## src/rtl/pf_cfg_pkg.sv

```systemverilog
package pf_cfg_pkg;
  localparam int unsigned PF_ADDR_W     = 32;
  localparam int unsigned PF_IDX_W      = 4;
  localparam int unsigned PF_TAG_W      = 8;
  localparam int unsigned PF_PAGE_BITS  = 12;
  localparam int unsigned PF_MAX_STRIDE = 2048;
  localparam int unsigned PF_STRIDE_W   = $clog2(PF_MAX_STRIDE) + 2;
  localparam int unsigned PF_CONF_W     = 2;
  localparam int unsigned PF_ENTRIES    = 1 << PF_IDX_W;

  localparam logic signed [PF_ADDR_W-1:0] PF_STRIDE_LIM = PF_ADDR_W'(PF_MAX_STRIDE);

  typedef struct packed {
    logic                   vld;
    logic [PF_TAG_W-1:0]    tag;
    logic [PF_ADDR_W-1:0]   last;
    logic [PF_STRIDE_W-1:0] step;
    logic [PF_CONF_W-1:0]   conf;
  } pf_ent_t;

  // step magnitude within the legal cap
  function automatic logic step_in_cap(input logic [PF_ADDR_W-1:0] d);
    logic signed [PF_ADDR_W-1:0] s;
    s = signed'(d);
    return (s <= PF_STRIDE_LIM) && (s >= -PF_STRIDE_LIM);
  endfunction

  function automatic logic page_same(input logic [PF_ADDR_W-1:0] a,
                                     input logic [PF_ADDR_W-1:0] b);
    return a[PF_ADDR_W-1:PF_PAGE_BITS] == b[PF_ADDR_W-1:PF_PAGE_BITS];
  endfunction

  function automatic logic [PF_CONF_W-1:0] conf_up(input logic [PF_CONF_W-1:0] c);
    return (&c) ? c : c + PF_CONF_W'(1);
  endfunction

  function automatic logic [PF_CONF_W-1:0] conf_dn(input logic [PF_CONF_W-1:0] c);
    return (c == '0) ? c : c - PF_CONF_W'(1);
  endfunction

  function automatic logic [PF_ADDR_W-1:0] step_ext(input logic [PF_STRIDE_W-1:0] s);
    return {{(PF_ADDR_W-PF_STRIDE_W){s[PF_STRIDE_W-1]}}, s};
  endfunction
endpackage

```

## src/rtl/pf_hist_table.sv

```systemverilog
module pf_hist_table
  import pf_cfg_pkg::*;
#(
  parameter int unsigned ENTRIES = PF_ENTRIES,
  localparam int unsigned IW = $clog2(ENTRIES)
) (
  input  logic          clk,
  input  logic          rst_n,
  input  logic [IW-1:0] rd_idx,
  output pf_ent_t       rd_ent,
  input  logic          wr_en,
  input  logic [IW-1:0] wr_idx,
  input  pf_ent_t       wr_ent
);
  pf_ent_t mem [ENTRIES];

  assign rd_ent = mem[rd_idx];

  always_ff @(posedge clk) begin
    if (!rst_n) begin
      for (int i = 0; i < ENTRIES; i++) mem[i] <= '0;
    end else if (wr_en) begin
      mem[wr_idx] <= wr_ent;
    end
  end
endmodule

```

## src/rtl/pf_stride_train.sv

```systemverilog
module pf_stride_train
  import pf_cfg_pkg::*;
#(
  parameter int unsigned CONF_ISSUE = 2
) (
  input  logic                 ld_valid,
  input  logic                 ld_wb,
  input  logic [PF_TAG_W-1:0]  ld_tag,
  input  logic [PF_ADDR_W-1:0] ld_addr,
  input  pf_ent_t              cur,
  output logic                 tbl_hit,
  output logic [PF_CONF_W-1:0] conf_next,
  output logic                 wr_en,
  output pf_ent_t              wr_ent,
  output logic                 cand,
  output logic [PF_ADDR_W-1:0] cand_addr
);
  localparam logic [PF_CONF_W-1:0] CONF_MIN = PF_CONF_W'(CONF_ISSUE);

  logic [PF_ADDR_W-1:0]   delta;
  logic                   in_cap;
  logic [PF_STRIDE_W-1:0] step_now;
  logic                   step_match;

  always_comb begin
    tbl_hit    = cur.vld && (cur.tag == ld_tag);
    delta      = ld_addr - cur.last;
    in_cap     = step_in_cap(delta);
    step_now   = in_cap ? delta[PF_STRIDE_W-1:0] : '0;
    step_match = in_cap && (step_now == cur.step);
    conf_next  = step_match ? conf_up(cur.conf) : conf_dn(cur.conf);
    wr_en      = ld_valid && ld_wb;

    wr_ent.vld  = 1'b1;
    wr_ent.tag  = ld_tag;
    wr_ent.last = ld_addr;
    if (tbl_hit) begin
      wr_ent.step = step_now;
      wr_ent.conf = conf_next;
    end else begin
      wr_ent.step = '0;
      wr_ent.conf = '0;
    end

    cand_addr = ld_addr + step_ext(step_now);
    cand = wr_en && tbl_hit && step_match && (step_now != '0)
           && (conf_next >= CONF_MIN) && page_same(ld_addr, cand_addr);
  end
endmodule

```

## src/rtl/pf_req_port.sv

```systemverilog
module pf_req_port
  import pf_cfg_pkg::*;
#(
  parameter int unsigned MISS_W     = 4,
  parameter int unsigned MISS_LIMIT = 6
) (
  input  logic                 clk,
  input  logic                 rst_n,
  input  logic                 cand,
  input  logic [PF_ADDR_W-1:0] cand_addr,
  input  logic                 fence_busy,
  input  logic [MISS_W-1:0]    miss_cnt,
  output logic                 issue_fire,
  output logic                 out_free,
  input  logic                 pf_ready,
  output logic                 pf_valid,
  output logic [PF_ADDR_W-1:0] pf_addr
);
  localparam logic [MISS_W-1:0] LIM = MISS_W'(MISS_LIMIT);

  assign issue_fire = cand && !fence_busy && (miss_cnt < LIM);
  assign out_free   = !pf_valid || pf_ready;

  always_ff @(posedge clk) begin
    if (!rst_n) begin
      pf_valid <= 1'b0;
      pf_addr  <= '0;
    end else if (out_free) begin
      pf_valid <= issue_fire;
      if (issue_fire) pf_addr <= cand_addr;
    end
  end
endmodule

```

## src/rtl/ld_stride_pf.sv

```systemverilog
module ld_stride_pf
  import pf_cfg_pkg::*;
#(
  parameter int unsigned IP_W       = 32,
  parameter int unsigned MISS_W     = 4,
  parameter int unsigned MISS_LIMIT = 6,
  parameter int unsigned CONF_ISSUE = 2
) (
  input  logic                 clk,
  input  logic                 rst_n,
  input  logic                 ld_valid,
  input  logic [IP_W-1:0]      ld_ip,
  input  logic [PF_ADDR_W-1:0] ld_addr,
  input  logic                 ld_wb,
  input  logic                 fence_busy,
  input  logic [MISS_W-1:0]    miss_cnt,
  output logic                 pf_valid,
  input  logic                 pf_ready,
  output logic [PF_ADDR_W-1:0] pf_addr
);
  logic [PF_IDX_W-1:0]  ld_idx;
  logic [PF_TAG_W-1:0]  ld_tag;
  pf_ent_t              cur_ent;
  pf_ent_t              new_ent;
  logic                 tbl_we;
  logic                 tbl_hit;
  logic [PF_CONF_W-1:0] conf_next;
  logic                 cand;
  logic [PF_ADDR_W-1:0] cand_addr;
  logic                 issue_fire;
  logic                 out_free;

  assign ld_idx = ld_ip[PF_IDX_W-1:0];
  assign ld_tag = ld_ip[PF_IDX_W +: PF_TAG_W];

  pf_hist_table #(.ENTRIES(PF_ENTRIES)) u_table (
    .clk(clk), .rst_n(rst_n),
    .rd_idx(ld_idx), .rd_ent(cur_ent),
    .wr_en(tbl_we), .wr_idx(ld_idx), .wr_ent(new_ent)
  );

  pf_stride_train #(.CONF_ISSUE(CONF_ISSUE)) u_train (
    .ld_valid(ld_valid), .ld_wb(ld_wb), .ld_tag(ld_tag), .ld_addr(ld_addr),
    .cur(cur_ent), .tbl_hit(tbl_hit), .conf_next(conf_next),
    .wr_en(tbl_we), .wr_ent(new_ent), .cand(cand), .cand_addr(cand_addr)
  );

  pf_req_port #(.MISS_W(MISS_W), .MISS_LIMIT(MISS_LIMIT)) u_port (
    .clk(clk), .rst_n(rst_n), .cand(cand), .cand_addr(cand_addr),
    .fence_busy(fence_busy), .miss_cnt(miss_cnt),
    .issue_fire(issue_fire), .out_free(out_free),
    .pf_ready(pf_ready), .pf_valid(pf_valid), .pf_addr(pf_addr)
  );
endmodule

```

## config.mk

```make
export PLATFORM = sky130hd
export DESIGN_NAME = ld_stride_pf
export DESIGN_NICKNAME = d
export VERILOG_FILES = /design/src/rtl/pf_cfg_pkg.sv /design/src/rtl/pf_hist_table.sv /design/src/rtl/pf_stride_train.sv /design/src/rtl/pf_req_port.sv /design/src/rtl/ld_stride_pf.sv
export SDC_FILE = /design/constraint.sdc
export NUM_CORES = 2
export LEC_CHECK = 0
export BUFFER_PORTS_ARGS = -buffer_cell sky130_fd_sc_hd__clkbuf_2
export CORE_ASPECT_RATIO = 0.9
export CORE_MARGIN = 3
export CORE_UTILIZATION = 30
export DETAILED_ROUTE_END_ITERATION = 6
export GPL_TIMING_DRIVEN = 0
export SYNTH_ARGS = -nofsm -noshare
export SYNTH_HDL_FRONTEND = slang
export SYNTH_SLANG_ARGS = --single-unit
```

## constraint.sdc

```tcl
create_clock -name clk -period 31.4 [get_ports clk]
set_input_delay 9.42 -clock clk [delete_from_list [all_inputs] [get_ports clk]]
set_output_delay 9.42 -clock clk [all_outputs]
set_load 0.01 [all_outputs]
```

==> results.sh <==
export IMPL_fin_crit_ns=24.70
export IMPL_syn_area_per_cell_sq_um=13.5
export IMPL_vias=32000
export IMPL_die_w_um=422
export IMPL_wl_um=155000
export IMPL_post_route_cells_drive_above_1_share=0.162
export IMPL_die_y_um=380
export IMPL_dp_cells=5625
export IMPL_core_sq_mm=0.154
export IMPL_grt_usage=0.189
export IMPL_synth_edf_count=880
export IMPL_grt_overflow_total=0
export IMPL_p_int_mw=2.21
export IMPL_yosys_area_top_type="edfxtp_1"
export IMPL_path_class="in -> reg"
export IMPL_setup_viol=0
export IMPL_stdcell_count=5814
export IMPL_p_per_area_mw_per_mm2=56.3
export IMPL_cts_root_buf="clkbuf_16"
export IMPL_critPathTopFamily="buffers and inverters"
export IMPL_max_cap_violations=0
export IMPL_firstDrtPassIters=7
export IMPL_startpoint_type="input port"
export IMPL_cts_tree="yes"
export IMPL_hpwl_um=109000
export IMPL_failed_checks="design-rule violations"
export IMPL_clk_latency_ns=0.74
export IMPL_slew_headroom=0.114
export IMPL_final_period_utilization=0.786
export IMPL_grt_max_degree=52
export IMPL_cts_sinks=929
export IMPL_syn_cell_area_sq_mm=0.0467
export IMPL_io_pins=107
export IMPL_critPathRequiredTime_ns=31.93
export IMPL_via_per_inst=5.50
export IMPL_antenna_left=0
export IMPL_finalSetupTns_ns=0
export IMPL_initial_core_util=0.304
export IMPL_syn_nets=3585
export IMPL_cp_slowest_stage_delay_ns=1.03
export IMPL_path_buf_inv=13
export IMPL_cts_clk_slew_worst_paths_ns=0.06
export IMPL_cts_setup_buffers=0
export IMPL_maxClockFrequency_mhz=40.5
export IMPL_synth_top_cell_area_share=0.566
export IMPL_crit_slowest_cell="buf_1"
export IMPL_cts_max_level=3
export IMPL_final_hold_viol_count=0
export IMPL_async_flop_share=0
export IMPL_first_iter_violations=4511
export IMPL_synth_area_leaders="edfxtp_1 57%, mux4_2 13%, and3_1 6.2%"
export IMPL_postCtsHoldBufs=0
export IMPL_syn_inst=3452
export IMPL_swShare=0.265
export IMPL_irDropWorstVdd_mv=0.0426
export IMPL_grt_pass1_vias=31300
export IMPL_nNetsFinal=3788
export IMPL_worst_pin_slew_ns=1.33
export IMPL_cts_made_buffers=98
export IMPL_status="complete, but fails checks"
export IMPL_wire_per_inst_um=26.6
export IMPL_crit_top_cell="buf_1"
export IMPL_synth_distinct_cells=109
export IMPL_clockBufferDepth=3
export IMPL_synth_ff_type="edfxtp_1"
export IMPL_leakagePower_nw=19.5
export IMPL_p_clk_frac=0.388
export IMPL_ys_seq_area_frac=0.587
export IMPL_yosysMostFrequentCell="edfxtp_1"
export IMPL_rsz0062_at_grt="false"
export IMPL_yosysWarnings=0
export IMPL_syn_to_final_growth_pct=14.5
export IMPL_pwr_share_seq=0.473
export IMPL_ys_ff_latch=929
export IMPL_final_setup_skew_ns=0.0980
export IMPL_p_sw_mw=0.799
export IMPL_arrival_ns=25.23
export IMPL_yosys_top_cells_count="880 x edfxtp_1, 466 x and3_1, 358 x nor2_1"
export IMPL_post_route_drc_count=2
export IMPL_drv_slew=0
export IMPL_cp_end_kind="flip-flop"
export IMPL_placementRows=136
export IMPL_grt_pass1_wl_um=223000
export IMPL_cts_resized=0
export IMPL_numPortBuffers=83
export IMPL_min_path_type="reg -> reg"
export IMPL_die_area_sq_mm=0.161
export IMPL_gp_congestion=0.910
export IMPL_p_comb_frac=0.139
export IMPL_antenna_found_initial=11
export IMPL_path_max_fanout=22
[worst paths after layout]
| kind | endpoint | cells after the start | slack (ns) | startpoint |
|---|---|---|---|---|
| worst min-delay path | u_table.mem[13][55]$_SDFFE_PP1N_ | 2 | 0.45 | u_table.mem[13][55]$_SDFFE_PP1N_ |
| worst max register to register | u_port.pf_addr[25]$_SDFFE_PN0P_ | 36 | 20.03 | u_table.mem[7][22]$_DFFE_PP_ |
| worst min register to register | u_table.mem[13][55]$_SDFFE_PP1N_ | 2 | 0.45 | u_table.mem[13][55]$_SDFFE_PP1N_ |
| worst max-delay path | u_port.pf_addr[25]$_SDFFE_PN0P_ | 44 | 6.70 | ld_ip[0] |
[per-layer routing]
layer	vias to the layer above	track usage	routed length (um)
met5	-	0	0
met4	0	0.0471	4150
met3	242	0.0386	16300
met2	1882	0.293	69600
met1	16300	0.270	64800
li1	13500	-	-
[stage by stage]
| stage | setup WS, ns | total power [mW] | hold slack (ns) | utilization | cell area, sq um |
|---|---|---|---|---|---|
| after global routing | 5.80 | 3.10 | 0.473 | 0.348 | 53500 |
| after floorplan | 11.11 | 1.71 | 0.419 | - | 46700 |
| final | 6.70 | 3.01 | 0.451 | 0.348 | 53500 |
| after CTS | 6.80 | 3.01 | 0.452 | 0.348 | 53500 |
| after detailed placement | 6.14 | 1.86 | 0.440 | 0.327 | 50300 |
| after global placement | 6.26 | 1.85 | 0.435 | 0.324 | 49700 |
[worst reg2reg max path: cells and delay by family, from the launching register on]
family | cells | cell delay [ns]
buf+inv | 5 | 1.75
xor+xnor | 1 | 0.18
compound gates | 12 | 3.55
mux | 3 | 1.34
simple gates | 13 | 3.43
fa+ha+maj | 2 | 0.56
flops | 1 | 0.37
[cells in the final DEF, fill, tap and decap left out, types with 8 or more instances in the layout]
cell,instances
mux2i_1,36
dfxtp_1,49
nor3_1,29
nand4_1,24
buf_6,8
nor4_1,15
or3_1,8
o211ai_1,15
ha_1,57
a211oi_1,9
and3_1,466
a31oi_1,11
o21a_1,13
nor2_1,358
clkbuf_2,83
o21ai_0,39
inv_1,58
mux4_2,280
nand2_1,133
buf_2,11
nand2_4,17
xor2_1,22
a21o_1,12
o21ai_1,11
nand3_1,42
bufinv_16,9
clkbuf_16,98
o21bai_1,15
clkbuf_1,306
buf_16,10
xnor2_1,59
clkinv_1,23
a21oi_1,91
buf_1,23
nand2b_1,18
nor2b_1,51
and2_1,164
edfxtp_1,880
clkinv_2,22
[power groups by stage]
stage	clock (mW)	sequential, mW	combinational, mW
after global placement	0	1.45	0.399
after detailed placement	0	1.45	0.409
after global routing	1.23	1.43	0.440
after CTS	1.18	1.42	0.410
after floorplan	0	1.45	0.262
final	1.17	1.42	0.417
[sequential cells by signal (all words and copies together) (netlist names)]
signal	flops
u_port.pf_addr	32
u_port.pf_valid	1
u_table.mem	896
[cell type report]
class	count	area (sq um)
Sequential cell	929	27400
Clock inverter	59	622
Timing Repair Buffer	103	848
Buffer	324	1290
Clock buffer	124	2560
Multi-Input combinational cell	2138	17900
Inverter	61	229
Tap cell	2070	2590
Fill cell	14900	100000
Antenna cell	6	15.0
[cells by family (layout without fill, tap and decap cells)]
kind of cell,count (synthesis),count (layout),synth area share
mux,317,317,0.143
simple gates,1372,1372,0.157
fa+ha+maj,63,63,0.0170
compound gates,296,296,0.0440
buf+inv,385,671,0.0324
xor+xnor,90,90,0.0196
other cells,0,6,0
flops,929,929,0.587
Note: power is estimated with default switching activity, not from simulation.
